`src/rtl/lsr_pkg.sv`:
```
// Shared types for the LIN slave header synchroniser.
package lsr_pkg;
    // Header tracking phases: waiting, dominant break, recessive gap, sync byte
    typedef enum logic [1:0] {
        ST_IDLE  = 2'd0,
        ST_BREAK = 2'd1,
        ST_GAP   = 2'd2,
        ST_SYNC  = 2'd3
    } hdr_state_e;
endpackage

```
`src/rtl/lsr_edge_timer.sv`:
```
// Free-running timestamp counter plus edge detection on the receive line.
// Assumes rx is already synchronised to clk. The line idles recessive (1).
module lsr_edge_timer #(
    parameter int TIMER_W = 16
) (
    input  logic               clk,
    input  logic               rst_n,
    input  logic               rx,
    output logic               fall,
    output logic               rise,
    output logic [TIMER_W-1:0] now
);
    logic rx_q;

    // Hold the previous line level and advance the timestamp every cycle
    always_ff @(posedge clk) begin
        if (!rst_n) begin
            rx_q <= 1'b1;
            now  <= '0;
        end else begin
            rx_q <= rx;
            now  <= now + 1'b1;
        end
    end

    assign fall = rx_q & ~rx;
    assign rise = ~rx_q & rx;
endmodule

```
`src/rtl/lsr_hdr_fsm.sv`:
```
// Header sequencer: checks the break and the gap, times four sync-byte bits
// pairs, and reports the recovered period. All limits are in clock ticks and
// must lie below 2**TIMER_W. Break length alone may exceed the timer range.
module lsr_hdr_fsm
    import lsr_pkg::*;
#(
    parameter int TIMER_W   = 16,
    parameter int BRK_TICKS = 4587,
    parameter int GAP_MIN   = 417,
    parameter int GAP_MAX   = 6672,
    parameter int SPAN_LO   = 2835,
    parameter int SPAN_HI   = 3836
) (
    input  logic               clk,
    input  logic               rst_n,
    input  logic               fall,
    input  logic               rise,
    input  logic [TIMER_W-1:0] now,
    output logic               brk_accept,
    output logic               sync_ok,
    output logic               sync_error,
    output logic [TIMER_W-4:0] period
);
    localparam logic [TIMER_W-1:0] BRK_L  = TIMER_W'(BRK_TICKS);
    localparam logic [TIMER_W-1:0] GAP_L  = TIMER_W'(GAP_MIN);
    localparam logic [TIMER_W-1:0] GAP_H  = TIMER_W'(GAP_MAX);
    localparam logic [TIMER_W-1:0] SPAN_L = TIMER_W'(SPAN_LO);
    localparam logic [TIMER_W-1:0] SPAN_H = TIMER_W'(SPAN_HI);

    hdr_state_e         state, state_n;
    logic [TIMER_W-1:0] cap, cap_n, elapsed;
    logic [1:0]         nfall, nfall_n;
    logic               long_q, long_n;
    logic               ok_n, err_n;
    logic [TIMER_W-4:0] per_n;

    // Wrap-around distance from the last captured edge
    assign elapsed = now - cap;

    // Next-state decision for every header phase
    always_comb begin
        state_n    = state;
        cap_n      = cap;
        nfall_n    = nfall;
        long_n     = long_q;
        ok_n       = 1'b0;
        err_n      = 1'b0;
        per_n      = period;
        brk_accept = 1'b0;
        case (state)
            ST_IDLE: begin
                if (fall) begin
                    cap_n   = now;
                    long_n  = 1'b0;
                    state_n = ST_BREAK;
                end
            end
            ST_BREAK: begin
                if (rise) begin
                    if (long_q || elapsed >= BRK_L) begin
                        brk_accept = 1'b1;
                        cap_n      = now;
                        state_n    = ST_GAP;
                    end else begin
                        state_n = ST_IDLE;
                    end
                end else if (elapsed >= BRK_L) begin
                    long_n = 1'b1;
                end
            end
            ST_GAP: begin
                if (fall) begin
                    cap_n = now;
                    if (elapsed < GAP_L) begin
                        err_n   = 1'b1;
                        long_n  = 1'b0;
                        state_n = ST_BREAK;
                    end else begin
                        nfall_n = '0;
                        state_n = ST_SYNC;
                    end
                end else if (elapsed > GAP_H) begin
                    err_n   = 1'b1;
                    state_n = ST_IDLE;
                end
            end
            ST_SYNC: begin
                if (fall) begin
                    if (nfall == 2'd3) begin
                        if (elapsed >= SPAN_L && elapsed <= SPAN_H) begin
                            ok_n  = 1'b1;
                            per_n = elapsed[TIMER_W-1:3];
                        end else begin
                            err_n = 1'b1;
                        end
                        state_n = ST_IDLE;
                    end else begin
                        nfall_n = nfall + 1'b1;
                    end
                end else if (elapsed > SPAN_H) begin
                    err_n   = 1'b1;
                    state_n = ST_IDLE;
                end
            end
            default: state_n = ST_IDLE;
        endcase
    end

    // Register phase, captures and the reported results
    always_ff @(posedge clk) begin
        if (!rst_n) begin
            state      <= ST_IDLE;
            cap        <= '0;
            nfall      <= '0;
            long_q     <= 1'b0;
            sync_ok    <= 1'b0;
            sync_error <= 1'b0;
            period     <= '0;
        end else begin
            state      <= state_n;
            cap        <= cap_n;
            nfall      <= nfall_n;
            long_q     <= long_n;
            sync_ok    <= ok_n;
            sync_error <= err_n;
            period     <= per_n;
        end
    end
endmodule

```
`src/rtl/lsr_idle_watch.sv`:
```
// No-activity watch: counts clock edges since reset or the last accepted
// break and raises a flag at the limit. A clear on the same edge wins.
module lsr_idle_watch #(
    parameter int IDLE_TICKS = 10425000
) (
    input  logic clk,
    input  logic rst_n,
    input  logic clear,
    output logic nba
);
    localparam int              CW   = $clog2(IDLE_TICKS + 1);
    localparam logic [CW-1:0]   LAST = CW'(IDLE_TICKS - 1);

    logic [CW-1:0] cnt;

    // Count quiet edges and latch the flag once the window is used up
    always_ff @(posedge clk) begin
        if (!rst_n || clear) begin
            cnt <= '0;
            nba <= 1'b0;
        end else if (!nba) begin
            if (cnt == LAST) nba <= 1'b1;
            else             cnt <= cnt + 1'b1;
        end
    end
endmodule

```
`src/rtl/lin_sync_recover.sv`:
```
// Top of the LIN slave header synchroniser. Converts bit-based limits into
// clock-tick limits and wires the timer, the sequencer and the idle watch.
// Assumes rx_in is synchronised and NOM_BIT_TICKS matches the nominal rate.
module lin_sync_recover #(
    parameter int TIMER_W        = 16,
    parameter int NOM_BIT_TICKS  = 417,
    parameter int BRK_BITS       = 11,
    parameter int DELIM_MAX_BITS = 16,
    parameter int TOL_PCT        = 15,
    parameter int IDLE_BITS      = 25000
) (
    input  logic               clk,
    input  logic               rst_n,
    input  logic               rx_in,
    output logic               sync_ok,
    output logic               sync_error,
    output logic [TIMER_W-4:0] bit_period,
    output logic               no_bus_activity
);
    localparam int SPAN_NOM   = 8 * NOM_BIT_TICKS;
    localparam int BRK_TICKS  = BRK_BITS * NOM_BIT_TICKS;
    localparam int GAP_MAX    = DELIM_MAX_BITS * NOM_BIT_TICKS;
    localparam int SPAN_LO    = SPAN_NOM * (100 - TOL_PCT) / 100;
    localparam int SPAN_HI    = SPAN_NOM * (100 + TOL_PCT) / 100;
    localparam int IDLE_TICKS = IDLE_BITS * NOM_BIT_TICKS;

    logic               fall, rise, brk_accept;
    logic [TIMER_W-1:0] now;

    lsr_edge_timer #(.TIMER_W(TIMER_W)) i_timer (
        .clk(clk), .rst_n(rst_n), .rx(rx_in),
        .fall(fall), .rise(rise), .now(now)
    );

    lsr_hdr_fsm #(
        .TIMER_W(TIMER_W), .BRK_TICKS(BRK_TICKS), .GAP_MIN(NOM_BIT_TICKS),
        .GAP_MAX(GAP_MAX), .SPAN_LO(SPAN_LO), .SPAN_HI(SPAN_HI)
    ) i_fsm (
        .clk(clk), .rst_n(rst_n), .fall(fall), .rise(rise), .now(now),
        .brk_accept(brk_accept), .sync_ok(sync_ok), .sync_error(sync_error),
        .period(bit_period)
    );

    lsr_idle_watch #(.IDLE_TICKS(IDLE_TICKS)) i_idle (
        .clk(clk), .rst_n(rst_n), .clear(brk_accept), .nba(no_bus_activity)
    );
endmodule

```
`config.mk`:
```
export PLATFORM = sky130hd
export DESIGN_NAME = lin_sync_recover
export DESIGN_NICKNAME = d
export VERILOG_FILES = /design/src/rtl/lsr_pkg.sv /design/src/rtl/lsr_edge_timer.sv /design/src/rtl/lsr_hdr_fsm.sv /design/src/rtl/lsr_idle_watch.sv /design/src/rtl/lin_sync_recover.sv
export SDC_FILE = /design/constraint.sdc
export NUM_CORES = 1
export LEC_CHECK = 0
export ABC_AREA = 0
export BUFFER_PORTS_ARGS = -buffer_cell sky130_fd_sc_hd__buf_2
export CAP_MARGIN = 20
export CORE_MARGIN = 3
export CORE_UTILIZATION = 60
export CTS_BUF_LIST = sky130_fd_sc_hd__clkbuf_4 sky130_fd_sc_hd__clkbuf_8
export DETAILED_ROUTE_END_ITERATION = 7
export MAX_ROUTING_LAYER = met4
export PLACE_DENSITY_LB_ADDON = 0.1
export SYNTH_ARGS = -nofsm -noshare
export SYNTH_HDL_FRONTEND = slang
export SYNTH_SLANG_ARGS = --single-unit
```
`constraint.sdc`:
```
create_clock -name clk -period 3.9 [get_ports clk]
set_input_delay 0.195 -clock clk [delete_from_list [all_inputs] [get_ports clk]]
set_output_delay 0.195 -clock clk [all_outputs]
set_load 0.01 [all_outputs]
```
==> results.toml <==
[run_status]
status = "finished clean"

[clock_network]
cts_max_path_buffers = 2
hold_buffers = 0
cts_setup_buffers = 0
cts_buffers = 9
tritoncts = "yes"
cts-root-buf = "clkbuf_8"
clk_pin_slew_worst_paths_ns = 0.08
h-tree-depth = 3
cts_sinks = 78
clk_latency_ns = 0.35

[place]
hpwl_mm = 7.025
placed_cell_area_um2 = 4702
pre_cts_ws_ns = 0.1918
portBuffers = 18
placedCellCount = 652
place_congestion = 0.9452

[global_routing]
gr-total-overflow = 0
antenna_found_initial = 0
grtUsageTotal_pct = 24.27
grt_max_degree = 45
grt_pass1_wl_mm = 16.74
grt_pass1_vias = 3731

[route]
antenna_left = 0
totalWireLength_mm = 9.628
drt-pass1-iter-count = 4
wl_met1_mm = 4.653
wl_met2_mm = 4.513
viasPerCell = 5.838
wl_met3_um = 255
drc_errors = 0
drt_iter0_drc = 191
highest_layer = "met4"
detail_route.wl_per_cell_um = 14.41
vias = 3900

[yosys]
synth_commonest_cells = "dfxtp_1 (78), nor2_1 (76), nand2_1 (66)"
ys_ff_latch = 78
ys_types = 77
seq_area_frac_synth_pct = 34.41
syn_nets = 571
yosysTopAreaCell = "dfxtp_1"
netlist.area_leader.share_pct = 34.41
syn_avg_cell_area_um2 = 8.266
ys.flop_type = "dfxtp_1"
yosysWarnings = 0
async_flop_share_pct = 0
synth_area_um2 = 4538
yosysMostFrequentCell = "dfxtp_1"
synth_edf_count = 0
postSynthCellCount = 549
synth_area_leaders = "dfxtp_1 (34%), nor2_1 (6.3%), nand2_1 (5.5%)"

[power_and_ir_drop]
peakVddDrop_mv = 0.2000
p_sw_mw = 0.5031
leakage_nw = 1.945
p_per_area_nw_per_um2 = 357.5
combPwrFrac_pct = 18.3
fin_total_pwr_mw = 1.760
p_sw_share_pct = 28.59
p_clk_share_pct = 35.2
power_frac_seq_pct = 46.4
power.internal_mw = 1.257

[worst_setup_path]
startpoint = "i_timer.now[0]"
r2r-start = "i_timer.now[0]"
worstSetupEndpointType = "register"
critPathLaunchType = "register"
cp.arrival_ns = 3.97
cp.required_ns = 4.15
cp_max_fo = 8
path_class = "reg -> reg"

[timing]
period_minus_slack_ns = 3.713
fin_tns_setup_ns = 0
fmax_mhz = 269.3
hold_ws_ns = 0.09232
skew_ns = 0.008794
setup_viol = 0
worstMarginPinSlew_ns = 1.005
rsz0062_at_grt = "false"
hold_viol_final = 0
finalCritPeriodShare_pct = 95.20
drv_slew = 0
slew_headroom_pct = 32.93
worst_slack_ns = 0.1871

[die]
die_w_um = 92.97
die_y_um = 92.97
core_area_um2 = 7292
ios = 19
start_util_pct = 62.23
dieArea_um2 = 8643
rows = 31

[finish]
final_util_pct = 67.50
syn2layout_area_growth_pct = 8.464
antenna_cells = 0
layout.nets = 586
layout.cells.non_filler = 668
stdcell_area_um2 = 4922
layout-drive-gt1-share_pct = 10.54

[job]
maxCapViolCount = 0

[min_path]
hp-class = "in -> reg"
worstHoldStart = "rx_in"
==> repair_timing <==
action                     in CTS  in global routing
setup endpoints to repair       0                 33
hold endpoints to repair        0                  0
gates resized for setup         0                  3
==> final cells by class <==
| type | count | area [um^2] |
|---|---|---|
| repair buffers | 25 | 158.9 |
| clock buffers | 11 | 145.1 |
| clock inverters | 5 | 58.81 |
| multi-input cells | 423 | 2773 |
| well taps | 99 | 123.9 |
| inverters | 27 | 101.3 |
| flip-flops and latches | 78 | 1562 |
| fillers | 629 | 2370 |
==> worst paths after layout <==
| check | endpoint | slack, ns | cells after the start |
|---|---|---|---|
| setup / recovery | i_fsm.period[10] | 0.19 | 12 |
| hold / removal | i_timer.rx_q | 0.09 | 2 |
| setup reg to reg | i_fsm.period[10] | 0.19 | 12 |
| hold reg to reg | i_fsm.cap[3] | 0.46 | 2 |
==> layer usage <==
layer  global-route usage, %  up-vias
met5                       -        -
met4                   10.99        0
met3                   3.862       19
met2                   39.05       63
met1                   30.15     1854
li1                        -     1964
==> critical path: stages, from the launching register on <==
cell and delay (ns):
dfxtp_1 0.39, inv_1 0.06, ha_1 0.24, fa_1 0.46, and2b_1 0.25, o2111ai_2 0.17, a31o_2 0.30, a222oi_1 0.35
o211a_1 0.29, o211ai_4 0.16, or3_4 0.47, or2_1 0.28, and3_1 0.19
==> cells in the final DEF, fill, tap and decap left out, types with 4 or more instances in the layout <==
cell | synthesis | layout
mux2i_1 | 23 | 23
nor2_1 | 76 | 76
dfxtp_1 | 78 | 78
nor3_1 | 8 | 8
nand4_1 | 9 | 9
inv_1 | 27 | 27
clkbuf_8 | 0 | 10
nand2_1 | 66 | 66
a211oi_1 | 6 | 6
nand3_1 | 23 | 23
a21oi_1 | 24 | 24
xor2_1 | 21 | 20
nand2b_1 | 4 | 4
ha_1 | 18 | 18
o21ai_0 | 18 | 18
or3_1 | 6 | 5
o211ai_1 | 4 | 4
and3_1 | 13 | 13
xnor2_1 | 20 | 20
buf_2 | 4 | 18
buf_4 | 0 | 5
nor2b_1 | 4 | 4
==> logic make-up (layout without fill, tap and decap cells) <==
| family | Yosys count | after routing | synth area share [%] |
|---|---|---|---|
| AO/OA/AOI/OAI | 101 | 101 | 16.71 |
| XOR/XNOR | 42 | 42 | 8.272 |
| adder cells (fa/ha/maj) | 19 | 19 | 5.404 |
| buffers and inverters | 48 | 68 | 4.770 |
| flip-flops | 78 | 78 | 34.41 |
| multiplexers | 23 | 23 | 5.073 |
| AND/OR/NAND/NOR | 238 | 238 | 25.37 |
==> power by group through the flow <==
stage / combinational [mW] / sequential, mW / clock [mW]
2_1_floorplan: 0.246 / 0.833 / 0
3_3_place_gp: 0.302 / 0.835 / 0
3_5_place_dp: 0.308 / 0.836 / 0
4_1_cts: 0.311 / 0.817 / 0.634
5_1_grt: 0.354 / 0.819 / 0.665
6_report: 0.322 / 0.817 / 0.620
==> flip-flops by register name, indices dropped and copies added (netlist names) <==
signal	cells
i_fsm.cap	16
i_fsm.sync_ok	1
i_timer.rx_q	1
i_idle.cnt	24
i_fsm.period	13
i_idle.nba	1
i_fsm.sync_error	1
i_fsm.long_q	1
i_timer.now	16
i_fsm.nfall	2
i_fsm.state	2
Power figures use the tool's default switching activity.
